===== src/rtl/lwp_pkg.sv =====
package lwp_pkg;
  // Where a prediction came from; the stored kind bit and the cold path map onto it.
  typedef enum logic [1:0] {
    SRC_COLD   = 2'd0,
    SRC_FALL   = 2'd1,
    SRC_TARGET = 2'd2
  } pred_src_e;

  function automatic logic is_target(input pred_src_e s);
    return s == SRC_TARGET;
  endfunction
endpackage


===== src/rtl/lwp_seq_line.sv =====
// Line index of the chunk that follows the given chunk in address order.
module lwp_seq_line #(
  parameter int PC_W      = 32,
  parameter int CHUNK_OFF = 4,
  parameter int LINE_OFF  = 6,
  parameter int LINE_W    = 6
) (
  input  logic [PC_W-1:0]   pc,
  output logic [LINE_W-1:0] line
);
  localparam int TOP   = LINE_OFF + LINE_W;
  localparam int SPAN  = TOP - CHUNK_OFF;

  logic [SPAN-1:0] chunk_no;
  logic [SPAN-1:0] chunk_nx;

  always_comb begin
    chunk_no = pc[TOP-1:CHUNK_OFF];
    chunk_nx = chunk_no + SPAN'(1);
    line     = chunk_nx[SPAN-1 -: LINE_W];
  end
endmodule


===== src/rtl/lwp_table.sv =====
// Flat predictor storage with write-to-read forwarding.
module lwp_table
  import lwp_pkg::*;
#(
  parameter int ENTRIES = 64,
  parameter int LINE_W  = 6,
  parameter int WAY_W   = 2,
  localparam int IDX_W  = $clog2(ENTRIES)
) (
  input  logic              clk,
  input  logic              rst_n,
  input  logic              wr_en,
  input  logic [IDX_W-1:0]  wr_idx,
  input  logic              wr_tgt,
  input  logic [LINE_W-1:0] wr_line,
  input  logic [WAY_W-1:0]  wr_way,
  input  logic [IDX_W-1:0]  rd_idx,
  output logic              rd_hit,
  output pred_src_e         rd_src,
  output logic [LINE_W-1:0] rd_line,
  output logic [WAY_W-1:0]  rd_way
);
  typedef struct packed {
    logic              vld;
    logic              tgt;
    logic [LINE_W-1:0] line;
    logic [WAY_W-1:0]  way;
  } ent_t;

  ent_t ent [ENTRIES];

  for (genvar i = 0; i < ENTRIES; i++) begin : g_ent
    always_ff @(posedge clk) begin
      if (!rst_n) begin
        ent[i] <= '0;
      end else if (wr_en && wr_idx == IDX_W'(i)) begin
        ent[i] <= '{vld: 1'b1, tgt: wr_tgt, line: wr_line, way: wr_way};
      end
    end
  end

  ent_t rd_e;
  always_comb begin
    if (wr_en && wr_idx == rd_idx)
      rd_e = '{vld: 1'b1, tgt: wr_tgt, line: wr_line, way: wr_way};
    else
      rd_e = ent[rd_idx];
    rd_hit  = rd_e.vld;
    rd_line = rd_e.line;
    rd_way  = rd_e.way;
    if (!rd_e.vld)    rd_src = SRC_COLD;
    else if (rd_e.tgt) rd_src = SRC_TARGET;
    else              rd_src = SRC_FALL;
  end
endmodule


===== src/rtl/lwp_out_stage.sv =====
// One-deep valid/ready register holding a prediction until consumed.
module lwp_out_stage #(
  parameter int W = 9
) (
  input  logic         clk,
  input  logic         rst_n,
  input  logic         in_valid,
  output logic         in_ready,
  input  logic [W-1:0] in_data,
  output logic         out_valid,
  input  logic         out_ready,
  output logic [W-1:0] out_data
);
  assign in_ready = !out_valid || out_ready;

  always_ff @(posedge clk) begin
    if (!rst_n) begin
      out_valid <= 1'b0;
      out_data  <= '0;
    end else if (in_ready) begin
      out_valid <= in_valid;
      if (in_valid) out_data <= in_data;
    end
  end

  // a waiting prediction neither vanishes nor changes
  a_r8_hold_stable: assert property (@(posedge clk) disable iff (!rst_n)
    ($past(out_valid) && !$past(out_ready)) |-> (out_valid && $stable(out_data)));

  // an accepted request shows up on the next cycle
  a_r7_valid_after_accept: assert property (@(posedge clk) disable iff (!rst_n)
    $past(in_valid && in_ready) |-> out_valid);
endmodule


===== src/rtl/fetch_line_way_pred.sv =====
module fetch_line_way_pred
  import lwp_pkg::*;
#(
  parameter int PC_W        = 32,
  parameter int CHUNK_BYTES = 16,
  parameter int LINE_BYTES  = 64,
  parameter int SETS        = 64,
  parameter int WAYS        = 4,
  parameter int ENTRIES     = 64,
  localparam int LINE_W     = $clog2(SETS),
  localparam int WAY_W      = $clog2(WAYS)
) (
  input  logic              clk,
  input  logic              rst_n,
  input  logic              req_valid,
  output logic              req_ready,
  input  logic [PC_W-1:0]   req_pc,
  output logic              pred_valid,
  input  logic              pred_ready,
  output logic [LINE_W-1:0] pred_line,
  output logic [WAY_W-1:0]  pred_way,
  output logic              pred_target,
  input  logic              upd_valid,
  input  logic [PC_W-1:0]   upd_pc,
  input  logic              upd_taken,
  input  logic [LINE_W-1:0] upd_line,
  input  logic [WAY_W-1:0]  upd_way
);
  localparam int CHUNK_OFF = $clog2(CHUNK_BYTES);
  localparam int LINE_OFF  = $clog2(LINE_BYTES);
  localparam int IDX_W     = $clog2(ENTRIES);
  localparam int PAY_W     = LINE_W + WAY_W + 1;

  logic [IDX_W-1:0]  req_idx, upd_idx;
  logic [LINE_W-1:0] req_seq, upd_fall;
  logic              rd_hit;
  pred_src_e         rd_src;
  logic [LINE_W-1:0] rd_line, wr_line;
  logic [WAY_W-1:0]  rd_way;
  logic [PAY_W-1:0]  pay_in, pay_out;

  assign req_idx = req_pc[CHUNK_OFF +: IDX_W];
  assign upd_idx = upd_pc[CHUNK_OFF +: IDX_W];

  lwp_seq_line #(.PC_W(PC_W), .CHUNK_OFF(CHUNK_OFF), .LINE_OFF(LINE_OFF), .LINE_W(LINE_W))
    u_seq_req (.pc(req_pc), .line(req_seq));

  lwp_seq_line #(.PC_W(PC_W), .CHUNK_OFF(CHUNK_OFF), .LINE_OFF(LINE_OFF), .LINE_W(LINE_W))
    u_seq_upd (.pc(upd_pc), .line(upd_fall));

  assign wr_line = upd_taken ? upd_line : upd_fall;

  lwp_table #(.ENTRIES(ENTRIES), .LINE_W(LINE_W), .WAY_W(WAY_W)) u_tab (
    .clk(clk), .rst_n(rst_n),
    .wr_en(upd_valid), .wr_idx(upd_idx), .wr_tgt(upd_taken),
    .wr_line(wr_line), .wr_way(upd_way),
    .rd_idx(req_idx), .rd_hit(rd_hit), .rd_src(rd_src),
    .rd_line(rd_line), .rd_way(rd_way)
  );

  always_comb begin
    if (rd_hit) pay_in = {is_target(rd_src), rd_line, rd_way};
    else        pay_in = {1'b0, req_seq, {WAY_W{1'b0}}};
  end

  lwp_out_stage #(.W(PAY_W)) u_out (
    .clk(clk), .rst_n(rst_n),
    .in_valid(req_valid), .in_ready(req_ready), .in_data(pay_in),
    .out_valid(pred_valid), .out_ready(pred_ready), .out_data(pay_out)
  );

  assign {pred_target, pred_line, pred_way} = pay_out;

  // the first cycle after reset carries no prediction
  a_r1_idle_after_reset: assert property (@(posedge clk) disable iff (!rst_n)
    $past(!rst_n) |-> !pred_valid);

  // same-edge taken update to the looked-up entry is forwarded
  a_r6_write_bypass: assert property (@(posedge clk) disable iff (!rst_n)
    $past(req_valid && req_ready && upd_valid && upd_taken && upd_idx == req_idx && rst_n)
      |-> (pred_target && pred_line == $past(upd_line) && pred_way == $past(upd_way)));

  // same-edge not-taken update yields a fall-through entry with the given way
  a_r4_fall_way: assert property (@(posedge clk) disable iff (!rst_n)
    $past(req_valid && req_ready && upd_valid && !upd_taken && upd_idx == req_idx && rst_n)
      |-> (!pred_target && pred_way == $past(upd_way)));

  // no new request is accepted while a prediction waits
  a_r8_no_accept_stalled: assert property (@(posedge clk) disable iff (!rst_n)
    (pred_valid && !pred_ready) |-> !req_ready);
endmodule


===== config.mk =====
export PLATFORM = sky130hd
export DESIGN_NAME = fetch_line_way_pred
export DESIGN_NICKNAME = d
export VERILOG_FILES = /design/src/rtl/lwp_pkg.sv /design/src/rtl/lwp_seq_line.sv /design/src/rtl/lwp_table.sv /design/src/rtl/lwp_out_stage.sv /design/src/rtl/fetch_line_way_pred.sv
export SDC_FILE = /design/constraint.sdc
export NUM_CORES = 1
export LEC_CHECK = 0
export BUFFER_PORTS_ARGS = -buffer_cell sky130_fd_sc_hd__buf_4
export CORE_MARGIN = 4
export CORE_UTILIZATION = 55
export DETAILED_ROUTE_END_ITERATION = 8
export HOLD_SLACK_MARGIN = 0.03
export PLACE_DENSITY_LB_ADDON = 0.15
export SYNTH_ARGS = -nofsm -noshare
export SYNTH_HDL_FRONTEND = slang
export SYNTH_HIERARCHICAL = 1
export SYNTH_SLANG_ARGS = --single-unit

===== constraint.sdc =====
create_clock -name clk -period 5.1 [get_ports clk]
set_input_delay 0 -clock clk [delete_from_list [all_inputs] [get_ports clk]]
set_output_delay 0 -clock clk [all_outputs]
set_load 0.02 [all_outputs]

==> metrics.csv <==
metric,value,unit
antenna_found_initial,2,
synthTopCellsByArea,"edfxtp_1 (63%), and2_1 (12%), mux4_2 (7.9%)",
synthArstFlopShare,0,%
whs,0.0965,ns
cp-end-kind,flip-flop,
p_clk_share,39.5,%
nNetsFinal,2217,
cts_sinks,650,
ir_drop,0.206,mV
powerDensity,357,nW/um^2
ys_seq_area_share,63.6,%
crit_cells,10,
setup_ws,2.24,ns
place_hpwl,48900,um
post-route-min-period,2.86,ns
synth-seq-cells,650,
synth_top_area_share,62.8,%
syn_nets,2167,
portBuffers,40,
fill_cells,4088,
worstSetupPathType,primary input to flip-flop,
internal_power,9.31,mW
cp_top_family,buffers and inverters,
synth_common_cells,"edfxtp_1 (639), and2_1 (577), mux4_2 (107), clkbuf_1 (102), mux2i_1 (98)",
leakage,12.0,nW
drv_cap,0,
drv_slew,0,
power_frac_seq,51.5,%
clockBufferDepth,3,
syn_avg_cell_area,14.6,um^2
p_sw,2.77,mW
fin_area,33800,um^2
first_iter_violations,2009,
setup_viol,0,
cp_data_required_time,5.57,ns
fmax,350,MHz
path_cells,buf_8 > buf_4 > mux4_2 > mux4_2 > nand2_1 > a21o_1 > inv_1 > mux2_4 > nand2_1 > mux2i_1,
critPathBufInv,3,
placed_area,31600,um^2
grt_pass1_wl,117000,um
final_core_util,61.4,%
initial_core_util,55.5,%
yosys.area.top_type,edfxtp_1,
antenna_cells,0,
rows,86,
timing.final.crit_share,56.1,%
r2r_cells,9,
cp_max_fo,92,
io_pins,89,
tightest_slew,1.18,ns
pwr-share-comb,9.0,%
switching_share,22.9,%
gr-total-overflow,0,
tritoncts,built,
antenna_left,0,
skew,0.0223,ns
dp_slack,1.63,ns
relSlewSlack,20.7,%
die_w,244,um
clock_latency,0.61,ns
drive_gt1_share,17.2,%
rsz0062_at_grt,false,
hold_viol,0,
drc,0,
grt_max_degree,93,
vias,17869,
drt-total-wl,78800,um
syn2layout_area_growth,10.6,%
drt_first_pass_iters,6,
synth_edf_count,639,
via_per_inst,6.08,
min_path_cells,3,
synth.yosys.warnings,6,
root_buffer,clkbuf_16,
post_drt_wl_per_cell,26.8,um
synthDistinctLibCells,63,
grt_pass1_vias,17685,
dieHeight,244,um
ys.flop_type,edfxtp_1,
synth_area,30500,um^2
htreeDepth,3,
track_usage,26.6,%
regToRegSetupSlack,2.30,ns
crit_path_top_delay_cell,buf_8,
max_stage_delay,0.70,ns
tns,0,ns
synthCells,2089,
clkTransAtPathRegs,0.06,ns
numCtsBuffers,70,
hp-class,primary input to flip-flop,
core_area,55000,um^2
gp_congestion,0.831,
fp.dieArea,59300,um^2
outcome,"complete, no violations",
synth.most_common_cell,edfxtp_1,
worstSetupStartpointType,primary input,
worstPathArrival,3.33,ns
[flip-flops by register name, indices dropped and copies added, names as in the netlist]
| register | flops |
|---|---|
| u_tab/ent | 640 |
| u_out/out_data | 9 |
| u_out/out_valid | 1 |
[cell families after synthesis]
group	share of synthesized area, %
simple gates	15.7
compound gates	3.66
xor+xnor	0.516
mux	13.6
flops	63.6
buf+inv	2.93
[timing repair]
item / CTS / global route
buffers inserted: 0 / 0
hold buffers: 6 / 0
endpoints found under the hold margin: 39 / 0
gates resized for setup: 0 / 0
[metrics by stage]
stage                     power [mW]  instances
after floorplan                 6.98       2089
after global placement          7.37       2809
final                           12.1       2938
after detailed placement        7.40       2809
after global routing            12.5       2938
after CTS                       12.1       2938
[power groups by stage]
stage	registers, mW	clock network [mW]	logic (mW)
after floorplan	6.31	0	0.670
final	6.22	4.77	1.09
after detailed placement	6.33	0	1.07
after CTS	6.22	4.84	1.08
after global placement	6.31	0	1.06
after global routing	6.24	5.07	1.14
[routing by layer]
metal / global-route usage [%] / wire (um)
met4: 6.78 / 1680
met3: 4.55 / 6900
met1: 39.5 / 33600
met2: 41.6 / 36700
met5: 0 / 0
[path summary, 6_finish.rpt]
| path | start | end |
|---|---|---|
| setup / recovery | req_pc[5] | u_out/out_data[2] |
| hold reg to reg | u_out/out_data[6] | u_out/out_data[6] |
| setup reg to reg | u_tab/ent[21][9] | u_out/out_data[2] |
| hold / removal | rst_n | u_tab/ent[62][8] |
[cell usage in the layout, fill, tap and decap left out, drive strengths merged, types with 2 or more instances in the layout]
cell type and n:
edfxtp 639, o22ai 2, clkinv 30, a211oi 2, a21oi 26, xor2 6, o21ai 74, nand3 22
nand2b 3, and3b 4, nand3b 2, a222oi 4, inv 9, clkbuf 92, o31ai 4, or3 4
bufinv 3, and3 2, a22oi 25, mux2i 98, mux2 31, o221ai 3, a22o 4, nor2 87
a221oi 5, and2 581, dlygate4sd3 6, mux4 121, o31a 3, a311oi 10, o211ai 5, buf 126
xnor2 12, nor3 12, nand4 9, dfxtp 11, nor2b 10, nand2 90, o2111ai 4
[final cells by class]
class                           count  area [um^2]  area share [%]
Sequential cell                   650        19400            57.5
Multi-Input combinational cell   1274        10200            30.3
Clock buffer                       92         1910            5.65
Timing Repair Buffer              132         1040            3.09
Tap cell                          748          936            2.77
Clock inverter                     31          214           0.633
Inverter                           11         41.3           0.122
[worst reg2reg max path: stages, from the launching register on]
cell      delay [ns]
edfxtp_1        0.39
mux4_1          0.60
mux2_2          0.29
and3_1          0.17
nor4_1          0.22
a21o_1          0.28
inv_1           0.25
mux2_4          0.36
nand2_1         0.06
mux2i_1         0.06
(Power assumes the default switching activity.)
